### src/rtl/wdog_pkg.sv
package wdog_pkg;
    parameter int unsigned CNT_W  = 12;
    parameter int unsigned PSC_W  = 3;
    parameter int unsigned ADDR_W = 3;

    localparam logic [ADDR_W-1:0] REG_RELOAD = 3'd0;
    localparam logic [ADDR_W-1:0] REG_DELTA  = 3'd1;
    localparam logic [ADDR_W-1:0] REG_CTRL   = 3'd2;
    localparam logic [ADDR_W-1:0] REG_FEED   = 3'd3;
    localparam logic [ADDR_W-1:0] REG_GUARD  = 3'd4;
    localparam logic [ADDR_W-1:0] REG_ACK    = 3'd5;

    typedef struct packed {
        logic [CNT_W-1:0] reload;
        logic [CNT_W-1:0] delta;
        logic [PSC_W-1:0] psel;
        logic             irq_mode;
        logic             enable;
    } cfg_t;
endpackage

### src/rtl/wdog_regs.sv
module wdog_regs
    import wdog_pkg::*;
#(
    parameter int unsigned     DATA_W     = 16,
    parameter logic [DATA_W-1:0] FEED_KEY   = 16'hA5C3,
    parameter logic [DATA_W-1:0] UNLOCK_KEY = 16'h7E19
) (
    input  logic              clk_i,
    input  logic              rst_ni,
    input  logic              wr_en_i,
    input  logic [ADDR_W-1:0] wr_addr_i,
    input  logic [DATA_W-1:0] wr_data_i,
    output cfg_t              cfg_o,
    output logic              locked_o,
    output logic              feed_o,
    output logic              ack_o
);
    typedef struct packed {
        cfg_t cfg;
        logic locked;
    } st_t;

    st_t st_d, st_q;

    always_comb begin
        st_d   = st_q;
        feed_o = 1'b0;
        ack_o  = 1'b0;
        if (wr_en_i) begin
            case (wr_addr_i)
                REG_RELOAD: if (!st_q.locked) st_d.cfg.reload = wr_data_i[CNT_W-1:0];
                REG_DELTA:  if (!st_q.locked) st_d.cfg.delta  = wr_data_i[CNT_W-1:0];
                REG_CTRL: begin
                    if (!st_q.locked) begin
                        st_d.cfg.psel     = wr_data_i[PSC_W-1:0];
                        st_d.cfg.irq_mode = wr_data_i[PSC_W];
                        st_d.cfg.enable   = wr_data_i[PSC_W+1];
                    end
                end
                REG_FEED:  feed_o      = (wr_data_i == FEED_KEY);
                REG_GUARD: st_d.locked = (wr_data_i != UNLOCK_KEY);
                REG_ACK:   ack_o       = wr_data_i[0];
                default: ;
            endcase
        end
    end

    always_ff @(posedge clk_i or negedge rst_ni) begin
        if (!rst_ni) begin
            st_q.cfg.reload   <= '1;
            st_q.cfg.delta    <= '1;
            st_q.cfg.psel     <= '0;
            st_q.cfg.irq_mode <= 1'b0;
            st_q.cfg.enable   <= 1'b0;
            st_q.locked       <= 1'b0;
        end else begin
            st_q <= st_d;
        end
    end

    assign cfg_o    = st_q.cfg;
    assign locked_o = st_q.locked;
endmodule

### src/rtl/wdog_presc.sv
module wdog_presc #(
    parameter int unsigned PSC_W = 3
) (
    input  logic             clk_i,
    input  logic             rst_ni,
    input  logic             run_i,
    input  logic             restart_i,
    input  logic [PSC_W-1:0] psel_i,
    output logic             tick_o
);
    localparam int unsigned DIV_W = (1 << PSC_W) - 1;

    typedef struct packed {
        logic [DIV_W-1:0] div;
    } st_t;

    st_t              st_d, st_q;
    logic [DIV_W-1:0] mask;

    always_comb begin
        for (int i = 0; i < DIV_W; i++) begin
            mask[i] = (i < int'(psel_i));
        end
        tick_o = run_i && ((st_q.div & mask) == mask);
        st_d   = st_q;
        if (restart_i) begin
            st_d.div = '0;
        end else if (run_i) begin
            st_d.div = st_q.div + 1'b1;
        end
    end

    always_ff @(posedge clk_i or negedge rst_ni) begin
        if (!rst_ni) begin
            st_q.div <= '0;
        end else begin
            st_q <= st_d;
        end
    end
endmodule

### src/rtl/wdog_cnt.sv
module wdog_cnt #(
    parameter int unsigned CNT_W = 12
) (
    input  logic             clk_i,
    input  logic             rst_ni,
    input  logic             enable_i,
    input  logic             irq_mode_i,
    input  logic [CNT_W-1:0] reload_i,
    input  logic [CNT_W-1:0] delta_i,
    input  logic             tick_i,
    input  logic             feed_i,
    input  logic             ack_i,
    output logic [CNT_W-1:0] cnt_o,
    output logic             irq_o,
    output logic             rst_req_o
);
    typedef struct packed {
        logic [CNT_W-1:0] cnt;
        logic             irq;
        logic             rst;
    } st_t;

    st_t  st_d, st_q;
    logic fault;

    always_comb begin
        st_d     = st_q;
        st_d.rst = 1'b0;
        fault    = 1'b0;
        if (!enable_i) begin
            st_d.cnt = reload_i;
        end else if (feed_i) begin
            st_d.cnt = reload_i;
            fault    = (st_q.cnt >= delta_i);
        end else if (tick_i) begin
            if (st_q.cnt == '0) begin
                fault    = 1'b1;
                st_d.cnt = reload_i;
            end else begin
                st_d.cnt = st_q.cnt - 1'b1;
            end
        end
        if (ack_i) begin
            st_d.irq = 1'b0;
        end
        if (fault) begin
            if (irq_mode_i) st_d.irq = 1'b1;
            else            st_d.rst = 1'b1;
        end
    end

    always_ff @(posedge clk_i or negedge rst_ni) begin
        if (!rst_ni) begin
            st_q.cnt <= '1;
            st_q.irq <= 1'b0;
            st_q.rst <= 1'b0;
        end else begin
            st_q <= st_d;
        end
    end

    assign cnt_o     = st_q.cnt;
    assign irq_o     = st_q.irq;
    assign rst_req_o = st_q.rst;
endmodule

### src/rtl/wdog_window.sv
module wdog_window
    import wdog_pkg::*;
#(
    parameter int unsigned       DATA_W     = 16,
    parameter logic [DATA_W-1:0] FEED_KEY   = 16'hA5C3,
    parameter logic [DATA_W-1:0] UNLOCK_KEY = 16'h7E19
) (
    input  logic              clk_i,
    input  logic              rst_ni,
    input  logic              wr_en_i,
    input  logic [2:0]        wr_addr_i,
    input  logic [15:0]       wr_data_i,
    input  logic              dbg_halt_i,
    output logic [11:0]       count_o,
    output logic              irq_o,
    output logic              rst_req_o,
    output logic              locked_o
);
    cfg_t cfg_w;
    logic feed_w;
    logic ack_w;
    logic tick_w;
    logic run_w;
    logic restart_w;

    wdog_regs #(
        .DATA_W    (DATA_W),
        .FEED_KEY  (FEED_KEY),
        .UNLOCK_KEY(UNLOCK_KEY)
    ) regs_i (
        .clk_i    (clk_i),
        .rst_ni   (rst_ni),
        .wr_en_i  (wr_en_i),
        .wr_addr_i(wr_addr_i),
        .wr_data_i(wr_data_i),
        .cfg_o    (cfg_w),
        .locked_o (locked_o),
        .feed_o   (feed_w),
        .ack_o    (ack_w)
    );

    assign run_w     = cfg_w.enable && !dbg_halt_i;
    assign restart_w = feed_w || !cfg_w.enable;

    wdog_presc #(
        .PSC_W(PSC_W)
    ) presc_i (
        .clk_i    (clk_i),
        .rst_ni   (rst_ni),
        .run_i    (run_w),
        .restart_i(restart_w),
        .psel_i   (cfg_w.psel),
        .tick_o   (tick_w)
    );

    wdog_cnt #(
        .CNT_W(CNT_W)
    ) cnt_i (
        .clk_i     (clk_i),
        .rst_ni    (rst_ni),
        .enable_i  (cfg_w.enable),
        .irq_mode_i(cfg_w.irq_mode),
        .reload_i  (cfg_w.reload),
        .delta_i   (cfg_w.delta),
        .tick_i    (tick_w),
        .feed_i    (feed_w),
        .ack_i     (ack_w),
        .cnt_o     (count_o),
        .irq_o     (irq_o),
        .rst_req_o (rst_req_o)
    );
endmodule

### config.mk
export PLATFORM = sky130hd
export DESIGN_NAME = wdog_window
export DESIGN_NICKNAME = d
export VERILOG_FILES = /design/src/rtl/wdog_pkg.sv /design/src/rtl/wdog_regs.sv /design/src/rtl/wdog_presc.sv /design/src/rtl/wdog_cnt.sv /design/src/rtl/wdog_window.sv
export SDC_FILE = /design/constraint.sdc
export NUM_CORES = 1
export LEC_CHECK = 0
export CAP_MARGIN = 20
export CELL_PAD_IN_SITES_DETAIL_PLACEMENT = 1
export CELL_PAD_IN_SITES_GLOBAL_PLACEMENT = 1
export CORE_AREA = 2 2 89 91
export DETAILED_ROUTE_END_ITERATION = 10
export DIE_AREA = 0 0 91 93
export HOLD_SLACK_MARGIN = 0.03
export PLACE_DENSITY_LB_ADDON = 0.1
export SYNTH_ARGS = -nofsm -noshare
export SYNTH_HDL_FRONTEND = slang
export SYNTH_SLANG_ARGS = --single-unit
### constraint.sdc
create_clock -name clk_i -period 2.3 [get_ports clk_i]
set_input_delay 0.575 -clock clk_i [delete_from_list [all_inputs] [get_ports clk_i]]
set_output_delay 0.575 -clock clk_i [all_outputs]
set_load 0.02 [all_outputs]
==> reports/metrics.yaml <==
hold_path:
  hold_class: "primary input to asynchronous set/reset pin"
timing:
  setup_viol: 0
  worst_slew_pin_slew_ns: 0.664
  final_max_slew_viol_count: 0
  fin_crit_sh_pct: 98.2
  fin_crit_ns: 2.26
  rsz0062_at_grt: "yes"
  worst_slack_ns: 0.0415
  max_freq_ghz: 0.443
  hold_viol_final: 0
  fin_skew_ns: 0.00409
  hold_slack_ns: 0.369
  timing.slew.headroom_pct: 55.7
worst_setup_path:
  worst_r2r_path_depth: 8
  crit_required_ns: 2.51
  arrival_ns: 2.47
  critPathMaxFanout: 2
  worst-path-stages: 8
  endpoint_kind: "register"
  r2r_slack_ns: 0.04
  r2r-end: "cnt_i.irq_o$_DFF_PN0_"
  critPathKind: "register to register"
  cp_slowest_cell: "dfstp_2"
  worst_path_most_repeated_cell: "a21oi_2"
  worst-path-buf-inv: 1
  crit_family: "compound AO/OA/AOI/OAI gates"
  start_kind: "register"
  worstPathCellList: "inv_2, ha_4, a211oi_2, o21ai_2, a21oi_2, a21oi_2, or4_4, a41o_1"
  critPathMaxStageDelay_ns: 0.55
  worstReg2RegStart: "regs_i.cfg_o[7]$_DFFE_PN1P_"
synthesis:
  synthMuxAreaShare_pct: 14.2
  yosys.area_share.simple_pct: 16.1
  synth_common_cells: "36 x dfstp_2, 28 x mux2_2, 22 x nor2_1, 20 x inv_1, 16 x nand2_1"
  seq_area_frac_synth_pct: 46.4
  post_synth_xor_area_fraction_pct: 1.84
  yosys.area.top_type: "dfstp_2"
  yosysMostFrequentCell: "dfstp_2"
  ys_seq_elements: 51
  synth_cells: 269
  ys_top_cells_by_area: "dfstp_2 33%, dfrtp_1 13%, mux2_2 11%, ha_1 6.6%, mux2i_1 3.2%"
  synth_edf_count: 0
  synth_ff_type: "dfstp_2"
  synth_top_family_by_area: "simple AND/OR/NAND/NOR gates"
  async_reset_ff_share_pct: 100
  synth_area_per_cell_um2: 10.6
  synthesis.area_um2: 2850
  postSynthNetCount: 307
  synth-adder-area-share_pct: 6.58
  synth_top_area_share_pct: 33.2
  synth-compound-area-share_pct: 11.2
  synthDistinctLibCells: 46
  ys_warn_count: 0
floorplan:
  initial_core_util_pct: 37.9
  core_um2: 7530
  dieWidth_um: 91
  die_y_um: 93
  top_level_ports: 38
  dieArea_um2: 8460
  rows: 32
place:
  dpl.hpwl_mm: 5.94
  numPortBuffers: 37
  gp_congestion: 0.779
  dp_slack_ns: -0.458
layout:
  fillerInstances: 860
  drive_above_1_share_pct: 38.9
  fin_nets: 387
  diodes: 0
  area_growth_syn_to_layout_pct: 33.5
clocking:
  clkTransAtPathRegs_ns: 0.09
  cts_buffer_depth: 2
  cts_buffers: 5
  htreeDepth: 2
  cts_tree: "built"
  cts-root-buf: "clkbuf_8"
  insertion_delay_ns: 0.31
  cts_sinks: 51
pwr:
  p_sw_w: 0.00138
  p_seq_share_pct: 42.6
  p_per_area_nw_per_um2: 973
  finalPower_w: 0.00370
  intPower_w: 0.00232
  vdd_ir_drop_max_v: 0.000339
  p_sw_share_pct: 37.4
  combPwrFrac_pct: 43.4
  clockPowerShare_pct: 14.0
  p_leak_nw: 1.65
detailed_routing:
  via_per_inst: 5.14
  vias: 2325
  wire_per_inst_um: 17.3
  route.met2.wl_mm: 3.79
  firstDrtPassIters: 4
  antenna_left: 0
  drc: 0
  finalWirelength_mm: 7.81
  top_layer: "met4"
  route.met3.wl_um: 201
  drt-initial-drc-count: 54
  met1_length_mm: 3.74
grt:
  grt_pass1_vias: 2477
  grt_first_pass_wirelength_mm: 12.8
  overflow: 0
  grt_max_degree: 52
  antenna_found_initial: 0
  grt.total_usage_pct: 19.6
job:
  maxCapViolations: 0
run_status:
  status: "finished clean"
[worst max-delay path by stage]
| stage | startpoint | to | slack (ns) |
|---|---|---|---|
| 4_1_cts | regs_i.cfg_o[7]$_DFFE_PN1P_ | cnt_i.irq_o$_DFF_PN0_ | 0.01 |
| 3_3_place_gp | wr_data_i[5] | cnt_i.irq_o$_DFF_PN0_ | -0.41 |
| 3_5_place_dp | wr_en_i | cnt_i.irq_o$_DFF_PN0_ | -0.46 |
| 2_1_floorplan | cnt_i.cnt_o[2]$_DFFE_PN1P_ | cnt_i.irq_o$_DFF_PN0_ | 0.05 |
| 5_1_grt | regs_i.cfg_o[7]$_DFFE_PN1P_ | cnt_i.irq_o$_DFF_PN0_ | -0.07 |
| 6_report | regs_i.cfg_o[7]$_DFFE_PN1P_ | cnt_i.irq_o$_DFF_PN0_ | 0.04 |
[final cells by class]
class | count | area (µm²) | area share (%)
Clock inverter | 1 | 5.00 | 0.132
Clock buffer | 7 | 76.3 | 2.01
Tap cell | 102 | 128 | 3.36
Inverter | 20 | 75.1 | 1.97
Timing Repair Buffer | 79 | 687 | 18.1
Multi-Input combinational cell | 192 | 1510 | 39.7
Sequential cell | 51 | 1320 | 34.7
[timing repair]
item,in CTS,in global routing
hold buffers,0,0
buffers inserted,5,1
pin swaps,12,13
endpoints found under the setup margin,14,14
resized for setup,21,18
[cells by family after synthesis]
group | count (synthesis)
simple gates | 87
flops | 51
compound gates | 47
mux | 37
buf+inv | 26
fa+ha+maj | 15
xor+xnor | 6
[sequential cells by signal (all words and copies together), names as in the netlist]
name / cells
cnt_i.cnt_o: 12
cnt_i.irq_o: 1
cnt_i.rst_req_o: 1
presc_i.st_q: 7
regs_i.cfg_o: 29
regs_i.locked_o: 1
[metal layers]
| metal | up-vias | global-route usage (%) |
|---|---|---|
| met5 | - | 0 |
| met3 | 6 | 3.06 |
| met2 | 31 | 32.7 |
| met1 | 1152 | 26.9 |
| li1 | 1136 | - |
| met4 | 0 | 4.55 |
[power groups by stage]
stage,sequential [W],clock [W],combinational [W]
finish,0.00158,0.000518,0.00161
global route,0.00162,0.000573,0.00179
CTS,0.00157,0.000546,0.00155
detailed placement,0.00159,0,0.00150
global placement,0.00157,0,0.00147
floorplan,0.00163,0,0.000737
[per-stage QoR]
step / setup TNS (ns) / util, % / cell area [µm²] / instances
after CTS: 0 / 49.9 / 3750 / 451
after global placement: -11.03 / 47.8 / 3600 / 438
after floorplan: 0 / - / 2850 / 269
after detailed placement: -11.79 / 47.8 / 3600 / 438
after global routing: -0.105 / 50.5 / 3800 / 452
final: 0 / 50.5 / 3800 / 452
[cell usage in the layout, fill, tap and decap left out, types with 4 or more instances in the layout]
master and n:
mux2_2 28, ha_1 14, nand3_1 6, clkbuf_8 5
clkdlybuf4s50_1 24, o2bb2ai_1 5, xor2_1 4, dfstp_2 36
nor3_1 8, a21oi_2 4, nand4_1 7, nand2_1 16
dfrtp_1 15, inv_1 19, o21ai_0 9, mux2i_1 9
dlygate4sd2_1 7, a21oi_1 5, nor2_1 21, nor2b_1 5
buf_4 39
Note: power is estimated with default switching activity, not from simulation.
